**src/rtl/psg_pkg.sv**
```systemverilog
package psg_pkg;
  localparam int RATIO_W = 10;
  localparam int SPI_W   = 6;
  localparam int TMR_W   = 9;

  localparam int THRESH_HZ   = 36_864_000;
  localparam int BUS_FIX_HZ  = 18_432_000;

  localparam int PLL_SPI_DIV  = 576;
  localparam int PLL_PWM_DIV  = 768;
  localparam int PLL_TREF_DIV = 144;
  localparam int PLL_BUS_DIV  = 2;
  localparam int EXT_SPI_DIV  = 96;
  localparam int EXT_PWM_DIV  = 128;
  localparam int EXT_TREF_STD = 24;
  localparam int EXT_TREF_ALT = 26;
  localparam int UART_DIV     = 10;
  localparam int TMR_SLOW_DIV = 256;

  function automatic int imax(input int a, input int b);
    return (a > b) ? a : b;
  endfunction

  // nearest integer divide, never below 1
  function automatic int round_div(input int num, input int den);
    return imax(1, (num + den / 2) / den);
  endfunction

  function automatic logic [SPI_W-1:0] spi_prescale(input logic [1:0] code);
    case (code)
      2'd0:    return SPI_W'(32);
      2'd1:    return SPI_W'(8);
      2'd2:    return SPI_W'(2);
      default: return SPI_W'(1);
    endcase
  endfunction
endpackage

```
**src/rtl/psg_div.sv**
```systemverilog
module psg_div #(
  parameter int W = 8
) (
  input  logic         clk,
  input  logic         rst_n,
  input  logic         clr,
  input  logic         tick_in,
  input  logic [W-1:0] limit,
  output logic         strobe
);
  logic [W-1:0] cnt;
  logic         at_end;

  assign at_end = (cnt == limit - W'(1));
  assign strobe = rst_n && !clr && tick_in && at_end;

  always_ff @(posedge clk) begin
    if (!rst_n || clr)
      cnt <= '0;
    else if (tick_in)
      cnt <= at_end ? '0 : cnt + W'(1);
  end

  // counter stays inside the period selected by its limit
  p_count_bound_r2: assert property (@(posedge clk) disable iff (!rst_n)
    !clr |-> (cnt < limit));

  // a clear restarts the count from zero
  p_clear_zero_r11: assert property (@(posedge clk) disable iff (!rst_n)
    clr |=> (cnt == '0));
endmodule

```
**src/rtl/psg_presel.sv**
```systemverilog
module psg_presel
  import psg_pkg::*;
(
  input  logic               src_ext,
  input  logic [1:0]         spi_code,
  input  logic               tmr_alt,
  input  logic               tmr_fast,
  output logic [RATIO_W-1:0] spi_ref_lim,
  output logic [RATIO_W-1:0] pwm_lim,
  output logic [RATIO_W-1:0] tref_lim,
  output logic [SPI_W-1:0]   spi_lim,
  output logic [TMR_W-1:0]   tmr_lim
);
  always_comb begin
    if (src_ext) begin
      spi_ref_lim = RATIO_W'(EXT_SPI_DIV);
      pwm_lim     = RATIO_W'(EXT_PWM_DIV);
      tref_lim    = tmr_alt ? RATIO_W'(EXT_TREF_ALT) : RATIO_W'(EXT_TREF_STD);
    end else begin
      spi_ref_lim = RATIO_W'(PLL_SPI_DIV);
      pwm_lim     = RATIO_W'(PLL_PWM_DIV);
      tref_lim    = RATIO_W'(PLL_TREF_DIV);
    end
    spi_lim = spi_prescale(spi_code);
    tmr_lim = tmr_fast ? TMR_W'(1) : TMR_W'(TMR_SLOW_DIV);
  end
endmodule

```
**src/rtl/periph_strobe_gen.sv**
```systemverilog
module periph_strobe_gen
  import psg_pkg::*;
#(
  parameter int SYS_HZ  = 147_456_000,
  parameter int PLL_HZ  = 73_728_000,
  parameter int EXT_HZ  = 13_000_000,
  parameter int TICK_HZ = 64
) (
  input  logic       clk,
  input  logic       rst_n,
  input  logic       src_ext,
  input  logic [1:0] spi_code,
  input  logic       tmr_alt,
  input  logic       tmr_fast,
  output logic       ce_core,
  output logic       ce_bus,
  output logic       ce_uart,
  output logic       ce_spi_ref,
  output logic       ce_spi,
  output logic       ce_pwm,
  output logic       ce_tmr_ref,
  output logic       ce_tmr,
  output logic       ce_tick
);
  localparam int CORE_PLL    = round_div(SYS_HZ, PLL_HZ);
  localparam int CORE_EXT    = round_div(SYS_HZ, EXT_HZ);
  localparam int CORE_W      = $clog2(imax(CORE_PLL, CORE_EXT) + 1);
  localparam bit BUS_FAST    = (PLL_HZ > THRESH_HZ);
  localparam int BUS_FIX_DIV = round_div(SYS_HZ, BUS_FIX_HZ);
  localparam int BUS_W       = $clog2(imax(PLL_BUS_DIV, BUS_FIX_DIV) + 1);
  localparam int UART_W      = $clog2(UART_DIV + 1);
  localparam int TICK_DIV    = round_div(SYS_HZ, TICK_HZ);
  localparam int TICK_W      = $clog2(TICK_DIV + 1);

  // shadow copies of the selects, tracked even in reset
  logic       ext_q, alt_q, fast_q;
  logic [1:0] spi_q;
  always_ff @(posedge clk) begin
    ext_q  <= src_ext;
    spi_q  <= spi_code;
    alt_q  <= tmr_alt;
    fast_q <= tmr_fast;
  end

  logic chg_mode, clr_spi, clr_tmr;
  assign chg_mode = (src_ext != ext_q);
  assign clr_spi  = chg_mode || (spi_code != spi_q);
  assign clr_tmr  = chg_mode || (tmr_alt != alt_q) || (tmr_fast != fast_q);

  logic [RATIO_W-1:0] spi_ref_lim, pwm_lim, tref_lim;
  logic [SPI_W-1:0]   spi_lim;
  logic [TMR_W-1:0]   tmr_lim;

  psg_presel u_presel (
    .src_ext    (src_ext),
    .spi_code   (spi_code),
    .tmr_alt    (tmr_alt),
    .tmr_fast   (tmr_fast),
    .spi_ref_lim(spi_ref_lim),
    .pwm_lim    (pwm_lim),
    .tref_lim   (tref_lim),
    .spi_lim    (spi_lim),
    .tmr_lim    (tmr_lim)
  );

  logic [CORE_W-1:0] core_lim;
  logic [BUS_W-1:0]  bus_lim;
  logic              bus_src;

  assign core_lim = src_ext ? CORE_W'(CORE_EXT) : CORE_W'(CORE_PLL);

  generate
    if (BUS_FAST) begin : g_bus_from_core
      assign bus_src = ce_core;
      assign bus_lim = src_ext ? BUS_W'(1) : BUS_W'(PLL_BUS_DIV);
    end else begin : g_bus_fixed
      assign bus_src = src_ext ? ce_core : 1'b1;
      assign bus_lim = src_ext ? BUS_W'(1) : BUS_W'(BUS_FIX_DIV);
    end
  endgenerate

  psg_div #(.W(CORE_W)) u_core (.clk(clk), .rst_n(rst_n), .clr(chg_mode),
    .tick_in(1'b1), .limit(core_lim), .strobe(ce_core));

  psg_div #(.W(BUS_W)) u_bus (.clk(clk), .rst_n(rst_n), .clr(chg_mode),
    .tick_in(bus_src), .limit(bus_lim), .strobe(ce_bus));

  psg_div #(.W(UART_W)) u_uart (.clk(clk), .rst_n(rst_n), .clr(chg_mode),
    .tick_in(ce_bus), .limit(UART_W'(UART_DIV)), .strobe(ce_uart));

  psg_div #(.W(RATIO_W)) u_spi_ref (.clk(clk), .rst_n(rst_n), .clr(clr_spi),
    .tick_in(ce_core), .limit(spi_ref_lim), .strobe(ce_spi_ref));

  psg_div #(.W(SPI_W)) u_spi (.clk(clk), .rst_n(rst_n), .clr(clr_spi),
    .tick_in(ce_spi_ref), .limit(spi_lim), .strobe(ce_spi));

  psg_div #(.W(RATIO_W)) u_pwm (.clk(clk), .rst_n(rst_n), .clr(chg_mode),
    .tick_in(ce_core), .limit(pwm_lim), .strobe(ce_pwm));

  psg_div #(.W(RATIO_W)) u_tref (.clk(clk), .rst_n(rst_n), .clr(clr_tmr),
    .tick_in(ce_core), .limit(tref_lim), .strobe(ce_tmr_ref));

  psg_div #(.W(TMR_W)) u_tmr (.clk(clk), .rst_n(rst_n), .clr(clr_tmr),
    .tick_in(ce_tmr_ref), .limit(tmr_lim), .strobe(ce_tmr));

  psg_div #(.W(TICK_W)) u_tick (.clk(clk), .rst_n(rst_n), .clr(1'b0),
    .tick_in(1'b1), .limit(TICK_W'(TICK_DIV)), .strobe(ce_tick));

  // silent while reset is held
  p_silent_reset_r1: assert property (@(posedge clk)
    !rst_n |-> !(ce_core || ce_bus || ce_uart || ce_spi_ref || ce_spi ||
                 ce_pwm || ce_tmr_ref || ce_tmr || ce_tick));

  // UART strobe only coincides with a bus strobe
  p_uart_on_bus_r9: assert property (@(posedge clk) disable iff (!rst_n)
    ce_uart |-> ce_bus);

  // prescaled SPI strobe only on an SPI reference strobe
  p_spi_on_ref_r7: assert property (@(posedge clk) disable iff (!rst_n)
    ce_spi |-> ce_spi_ref);

  // prescaled timer strobe only on a timer reference strobe
  p_tmr_on_ref_r8: assert property (@(posedge clk) disable iff (!rst_n)
    ce_tmr |-> ce_tmr_ref);

  // with the external source the bus follows the core exactly
  p_bus_is_core_r5: assert property (@(posedge clk) disable iff (!rst_n)
    (src_ext && !chg_mode) |-> (ce_bus == ce_core));

  // source change cycle issues no mode-dependent strobe
  p_mode_change_quiet_r11: assert property (@(posedge clk) disable iff (!rst_n)
    (src_ext != $past(src_ext)) |-> !(ce_core || ce_bus || ce_uart ||
      ce_spi_ref || ce_spi || ce_pwm || ce_tmr_ref || ce_tmr));
endmodule

```
**config.mk**
```make
export PLATFORM = sky130hd
export DESIGN_NAME = periph_strobe_gen
export DESIGN_NICKNAME = d
export VERILOG_FILES = /design/src/rtl/psg_pkg.sv /design/src/rtl/psg_div.sv /design/src/rtl/psg_presel.sv /design/src/rtl/periph_strobe_gen.sv
export SDC_FILE = /design/constraint.sdc
export NUM_CORES = 1
export LEC_CHECK = 0
export BUFFER_PORTS_ARGS = -buffer_cell sky130_fd_sc_hd__clkbuf_2
export CAP_MARGIN = 20
export CORE_MARGIN = 4
export CORE_UTILIZATION = 45
export DETAILED_ROUTE_END_ITERATION = 7
export SKIP_CTS_REPAIR_TIMING = 1
export SLEW_MARGIN = 0
export SYNTH_ARGS = -nofsm -noshare
export SYNTH_HDL_FRONTEND = slang
export SYNTH_SLANG_ARGS = --single-unit
export TNS_END_PERCENT = 10
```
**constraint.sdc**
```tcl
create_clock -name clk -period 3.2 [get_ports clk]
set_input_delay 0.16 -clock clk [delete_from_list [all_inputs] [get_ports clk]]
set_output_delay 0.16 -clock clk [all_outputs]
set_load 0.005 [all_outputs]
```
==> reports/metrics.cfg, run 1 <==
[setup_path]
endpoint_kind=primary output
required_ns=3.04
crit_path_start=u_core.cnt[0]
crit_arrival_ns=2.80
cpPeakStageDelay_ns=0.70
crit_chain=or4b_4, a2111o_1, a2111oi_4, and3_1, clkbuf_2
reg2reg_from=u_core.cnt[0]
cp_max_fo=12
path_class=register to primary output
crit_path_top_delay_cell=a2111oi_4
critPathBufInv=1
worst_setup_path_start_kind=register
crit_family=compound AO/OA/AOI/OAI gates

[power]
internal_power_mw=1.53
power_density_nw_per_um2=441
swShare=0.226
switching_power_uw=445
pwr-share-comb=0.046
power_mw=1.97
pwr-share-seq=0.538
p_clk_frac=0.416
leakage_nw=1.50
irDropWorstVdd_v=0.000234

[placement]
gp_congestion=0.787
hpwl_mm=5.59
numPortBuffers=15
dp_cells=586

[global_routing]
grt_pass1_vias=2993
overflow=0
grt_usage=0.161
grt_max_degree=20
antenna_found_initial=0
grt_pass1_wl_mm=13.7

[logic_synthesis]
syn_inst=472
yosys_warnings=0
ys_top_cells_by_area=dfxtp_1 41%, xnor2_1 8.2%, nor2_1 7.0%
ys_types=56
synth_seq_area_share=0.413
yosys.area.top_type_share=0.413
synth-seq-cells=84
synth_nets=488
synth_area_leader_cell=dfxtp_1
synth_area_sq_um=4070
synth_async_sr_flop_share=0
synth_flop_cell=dfxtp_1
postSynthAreaPerCell_sq_um=8.62
synth_edf_count=0

[layout]
area.growth.synth_to_final_pct=9.72
diodes=0
post-route-util=0.509
multi_input_area_sq_um=2270
final_common_cell=dfxtp_1
drive_gt1_frac=0.0848
nFillCells=835
register_area_sq_um=1680
fin_nets=506
stdcell_count=603
final_cell_mix=84 x dfxtp_1, 76 x nor2_1, 40 x nand2_1

[worst_hold_path]
holdCritStartpoint=tmr_alt
hp-class=input pin to register

[clock_network]
clk_path_buf_depth=2
cts_tree=built
cts_num_sinks=84
clk_pin_slew_ns=0.08
numCtsBuffers=9
htreeDepth=3
clk_latency_ns=0.36
root_buffer=clkbuf_8

[floorplanning]
fp-row-count=34
placeableCoreArea_sq_um=8760
die_y_um=103
die_x_um=103
die_area_sq_um=10600
initial_core_util=0.464
num_io_pins=16

[sta]
fin_worst_skew_ns=0.0124
setup_tns_ns=0
finalHoldViolCount=0
finalMaxSlewViolations=0
fmax_mhz=338
grt_setup_unrepaired=false
setup_viol=0
relSlewSlack=0.517
fin_crit_ns=2.96
max_slew.worst_pin.slew_ns=0.720
timing.final.crit_share=0.923

[routing]
drt-total-wl_mm=8.06
wl_per_cell_um=13.4
drtPass1Iterations=4
drcViolationCount=0
route.vias.total=3254
viasPerCell=5.40
ant_nets=0
drt_iter0_markers=152

[outcome]
outcome=completed

[run]
drv_cap=0

[power groups by stage]
stage               combinational (mW)  sequential, mW  clock (mW)
floorplan                       0.0615            1.08           0
global placement                0.0894            1.08           0
detailed placement              0.0909            1.08           0
CTS                             0.0915            1.06       0.840
global route                     0.101            1.06       0.885
finish                          0.0911            1.06       0.819
[synthesized netlist by cell type, types with 2 or more instances]
cell	instances
nand2b_1	3
a21oi_1	12
xnor2_1	38
nor4_1	11
nor3_1	18
ha_1	9
mux2i_1	3
xor2_1	24
or4bb_1	2
clkbuf_1	7
nor2b_1	3
buf_2	3
o21ai_1	4
inv_1	10
and3_1	9
nand2_1	40
buf_1	2
a32o_1	2
nor2_1	76
buf_6	2
or3_1	4
a221o_1	3
o21ai_0	3
nand3_1	34
and4b_1	2
dfxtp_1	84
and4_1	7
a21boi_1	3
and2_1	6
nor3b_1	5
o2bb2ai_1	3
nand4_1	13
nor4b_1	3
or2_2	2
[per-layer routing]
layer	part of all wire	global-route usage	vias up	routed length, um
met5	0	0	-	0
li1	-	-	1694	-
met2	0.45	0.248	31	3600
met4	0.014	0.0548	0	109
met3	0.027	0.0372	9	214
met1	0.51	0.222	1520	4130
[path summary, 6_finish.rpt]
| kind | end | slack [ns] | depth (start not counted) |
|---|---|---|---|
| hold / removal | alt_q | 0.01 | 1 |
| hold reg to reg | u_tick.cnt[0] | 0.46 | 1 |
| setup reg to reg | u_tmr.cnt[3] | 0.61 | 5 |
| setup / recovery | ce_tmr | 0.24 | 5 |
[state kept, by name, indices dropped and copies added, names as in the netlist]
| signal | cells |
|---|---|
| u_tick.cnt | 22 |
| u_pwm.cnt | 10 |
| u_spi_ref.cnt | 10 |
| u_tref.cnt | 10 |
| u_tmr.cnt | 9 |
| u_spi.cnt | 6 |
| u_bus.cnt | 4 |
| u_core.cnt | 4 |
| u_uart.cnt | 4 |
| spi_q | 2 |
| alt_q | 1 |
| ext_q | 1 |
| fast_q | 1 |
[area by class of cell]
cell class,count,area share
tap,108,0.0303
clock buffer,12,0.0303
inverter,11,0.00925
multi-input combinational,363,0.510
sequential,84,0.377
clock inverter,4,0.0165
timing repair buffer,21,0.0275
[logic make-up (layout without fill, tap and decap cells)]
logic type | Yosys count | count (layout) | share of synthesized area
simple gates | 244 | 244 | 0.305
mux | 4 | 4 | 0.0101
fa+ha+maj | 9 | 9 | 0.0277
buf+inv | 25 | 48 | 0.0277
compound gates | 44 | 44 | 0.0830
flops | 84 | 84 | 0.413
xor+xnor | 62 | 62 | 0.133
[per-stage QoR]
step	hold slack [ns]	setup slack, ns	area [sq um]
6_report	0.0113	0.245	4460
5_1_grt	0.00903	0.127	4460
4_1_cts	-0.0514	0.249	4450
3_5_place_dp	0.331	0.626	4250
3_3_place_gp	0.334	0.673	4250
2_1_floorplan	0.188	0.874	4070
Note: power is estimated with default switching activity, not from simulation.
==> run 2: changes to the inputs <==
Settings changed: CTS_BUF_LIST set to sky130_fd_sc_hd__clkbuf_16.
==> reports/metrics.cfg, run 2 (same netlist as run 1, synthesis figures left out) <==
[placement]
hpwl_mm=5.59  ; unchanged
gp_congestion=0.787  ; unchanged
numPortBuffers=15  ; unchanged
dp_cells=586  ; unchanged

[sta]
setup_viol=0  ; unchanged
timing.final.crit_share=0.913  ; -0.0106
finalHoldViolCount=0  ; unchanged
fin_worst_skew_ns=0.00656  ; -0.00586 ns
fin_crit_ns=2.92  ; -0.0340 ns
finalMaxSlewViolations=0  ; unchanged
relSlewSlack=0.505  ; -0.0120
max_slew.worst_pin.slew_ns=0.738  ; +0.0179 ns
fmax_mhz=342  ; +1.2%
grt_setup_unrepaired=false
setup_tns_ns=0  ; unchanged

[floorplanning]
initial_core_util=0.464  ; unchanged
placeableCoreArea_sq_um=8760  ; unchanged
die_x_um=103  ; unchanged
die_area_sq_um=10600  ; unchanged
num_io_pins=16  ; unchanged
fp-row-count=34  ; unchanged
die_y_um=103  ; unchanged

[routing]
drt_iter0_markers=120  ; -21%
drt-total-wl_mm=8.05  ; about the same
drtPass1Iterations=4  ; unchanged
wl_per_cell_um=13.4  ; about the same
viasPerCell=5.40  ; +0.15%
ant_nets=0  ; unchanged
drcViolationCount=0  ; unchanged
route.vias.total=3259  ; +0.15%

[setup_path]
crit_arrival_ns=2.76  ; -0.04 ns
reg2regPathDepth=5  ; unchanged
crit_path_start=u_core.cnt[0]
reg2reg_from=u_core.cnt[0]
crit_path_top_delay_cell=a2111oi_4
cp_max_fo=12  ; unchanged
crit_cells=5  ; unchanged
path_class=register to primary output
regToRegSetupSlack_ns=0.61  ; about the same
crit_chain=or4b_4, a2111o_1, a2111oi_4, and3_1, clkbuf_2
cpPeakStageDelay_ns=0.70  ; about the same
regToRegEndpoint=u_tmr.cnt[4]
required_ns=3.04  ; about the same
endpoint_kind=primary output
worst_setup_path_start_kind=register
crit_family=compound AO/OA/AOI/OAI gates
critPathBufInv=1  ; unchanged
critPathCapture=ce_tmr

[global_routing]
overflow=0  ; unchanged
grt_pass1_wl_mm=13.8  ; +0.90%
grt_usage=0.162  ; +0.00166
grt_max_degree=20  ; unchanged
antenna_found_initial=0  ; unchanged
grt_pass1_vias=3041  ; +1.6%

[outcome]
outcome=completed

[layout]
register_area_sq_um=1680  ; unchanged
top_register=u_tick.cnt
diodes=0  ; unchanged
stdcell_count=603  ; unchanged
area.growth.synth_to_final_pct=12.2
nFillCells=828  ; -0.84%
final_common_cell=dfxtp_1
multi_input_area_sq_um=2270  ; unchanged
largest_reg_flops=22  ; unchanged
drive_gt1_frac=0.0848  ; unchanged
final_cell_mix=84 x dfxtp_1, 76 x nor2_1, 40 x nand2_1
fin_nets=506  ; unchanged

[run]
drv_cap=0  ; unchanged

[worst_hold_path]
hp-class=input pin to register

[power]
leakage_nw=1.56  ; +3.9%
power_density_nw_per_um2=488  ; +11%
irDropWorstVdd_v=0.000296  ; +26%

[clock_network]
cts_tree=built
numCtsBuffers=9  ; unchanged
clk_path_buf_depth=2  ; unchanged
cts_num_sinks=84  ; unchanged
htreeDepth=3  ; unchanged
root_buffer=clkbuf_16
clk_latency_ns=0.33  ; -0.03 ns
clk_pin_slew_ns=0.06  ; -0.02 ns

## run 2: cell type report
type                    count  area share
multi-input cells         363       0.498
flip-flops and latches     84       0.368
clock buffers               9      0.0493
well taps                 108      0.0296
repair buffers             21      0.0269
clock inverters             7      0.0186
inverters                  11     0.00904
## run 2: worst min path at each step
stage,start,to,depth (start not counted)
floorplan,tmr_alt,alt_q,0
CTS,tmr_fast,fast_q,1
global route,spi_code[0],spi_q[0],1
finish,tmr_alt,alt_q,1
detailed placement,tmr_fast,fast_q,1
global placement,tmr_fast,fast_q,1
## run 2: report_power, final
part,internal [mW],total [mW],switching (mW)
logic,0.0305,0.0912,0.0607
clock network,0.675,1.08,0.402
registers,1.05,1.06,0.00676
## run 2: routing by layer
layer  part of all wire  GRT usage  wire (um)  vias to the layer above
met3              0.024     0.0332        197                        8
met4              0.016     0.0637        127                        0
li1                   -          -          -                     1699
met5                  0          0          0                        -
met1               0.51      0.221       4120                     1520
met2               0.45      0.253       3610                       32
## run 2: metrics by stage
step | area (sq um) | setup WS [ns] | hold slack (ns) | utilization | total power, mW
detailed placement | 4250 | 0.626 | 0.331 | 0.484 | 1.18
CTS | 4560 | 0.286 | -0.0167 | 0.520 | 2.26
floorplan | 4070 | 0.874 | 0.188 | - | 1.15
global route | 4570 | 0.163 | 0.0394 | 0.521 | 2.31
global placement | 4250 | 0.673 | 0.334 | 0.484 | 1.17
finish | 4570 | 0.279 | 0.0417 | 0.521 | 2.23
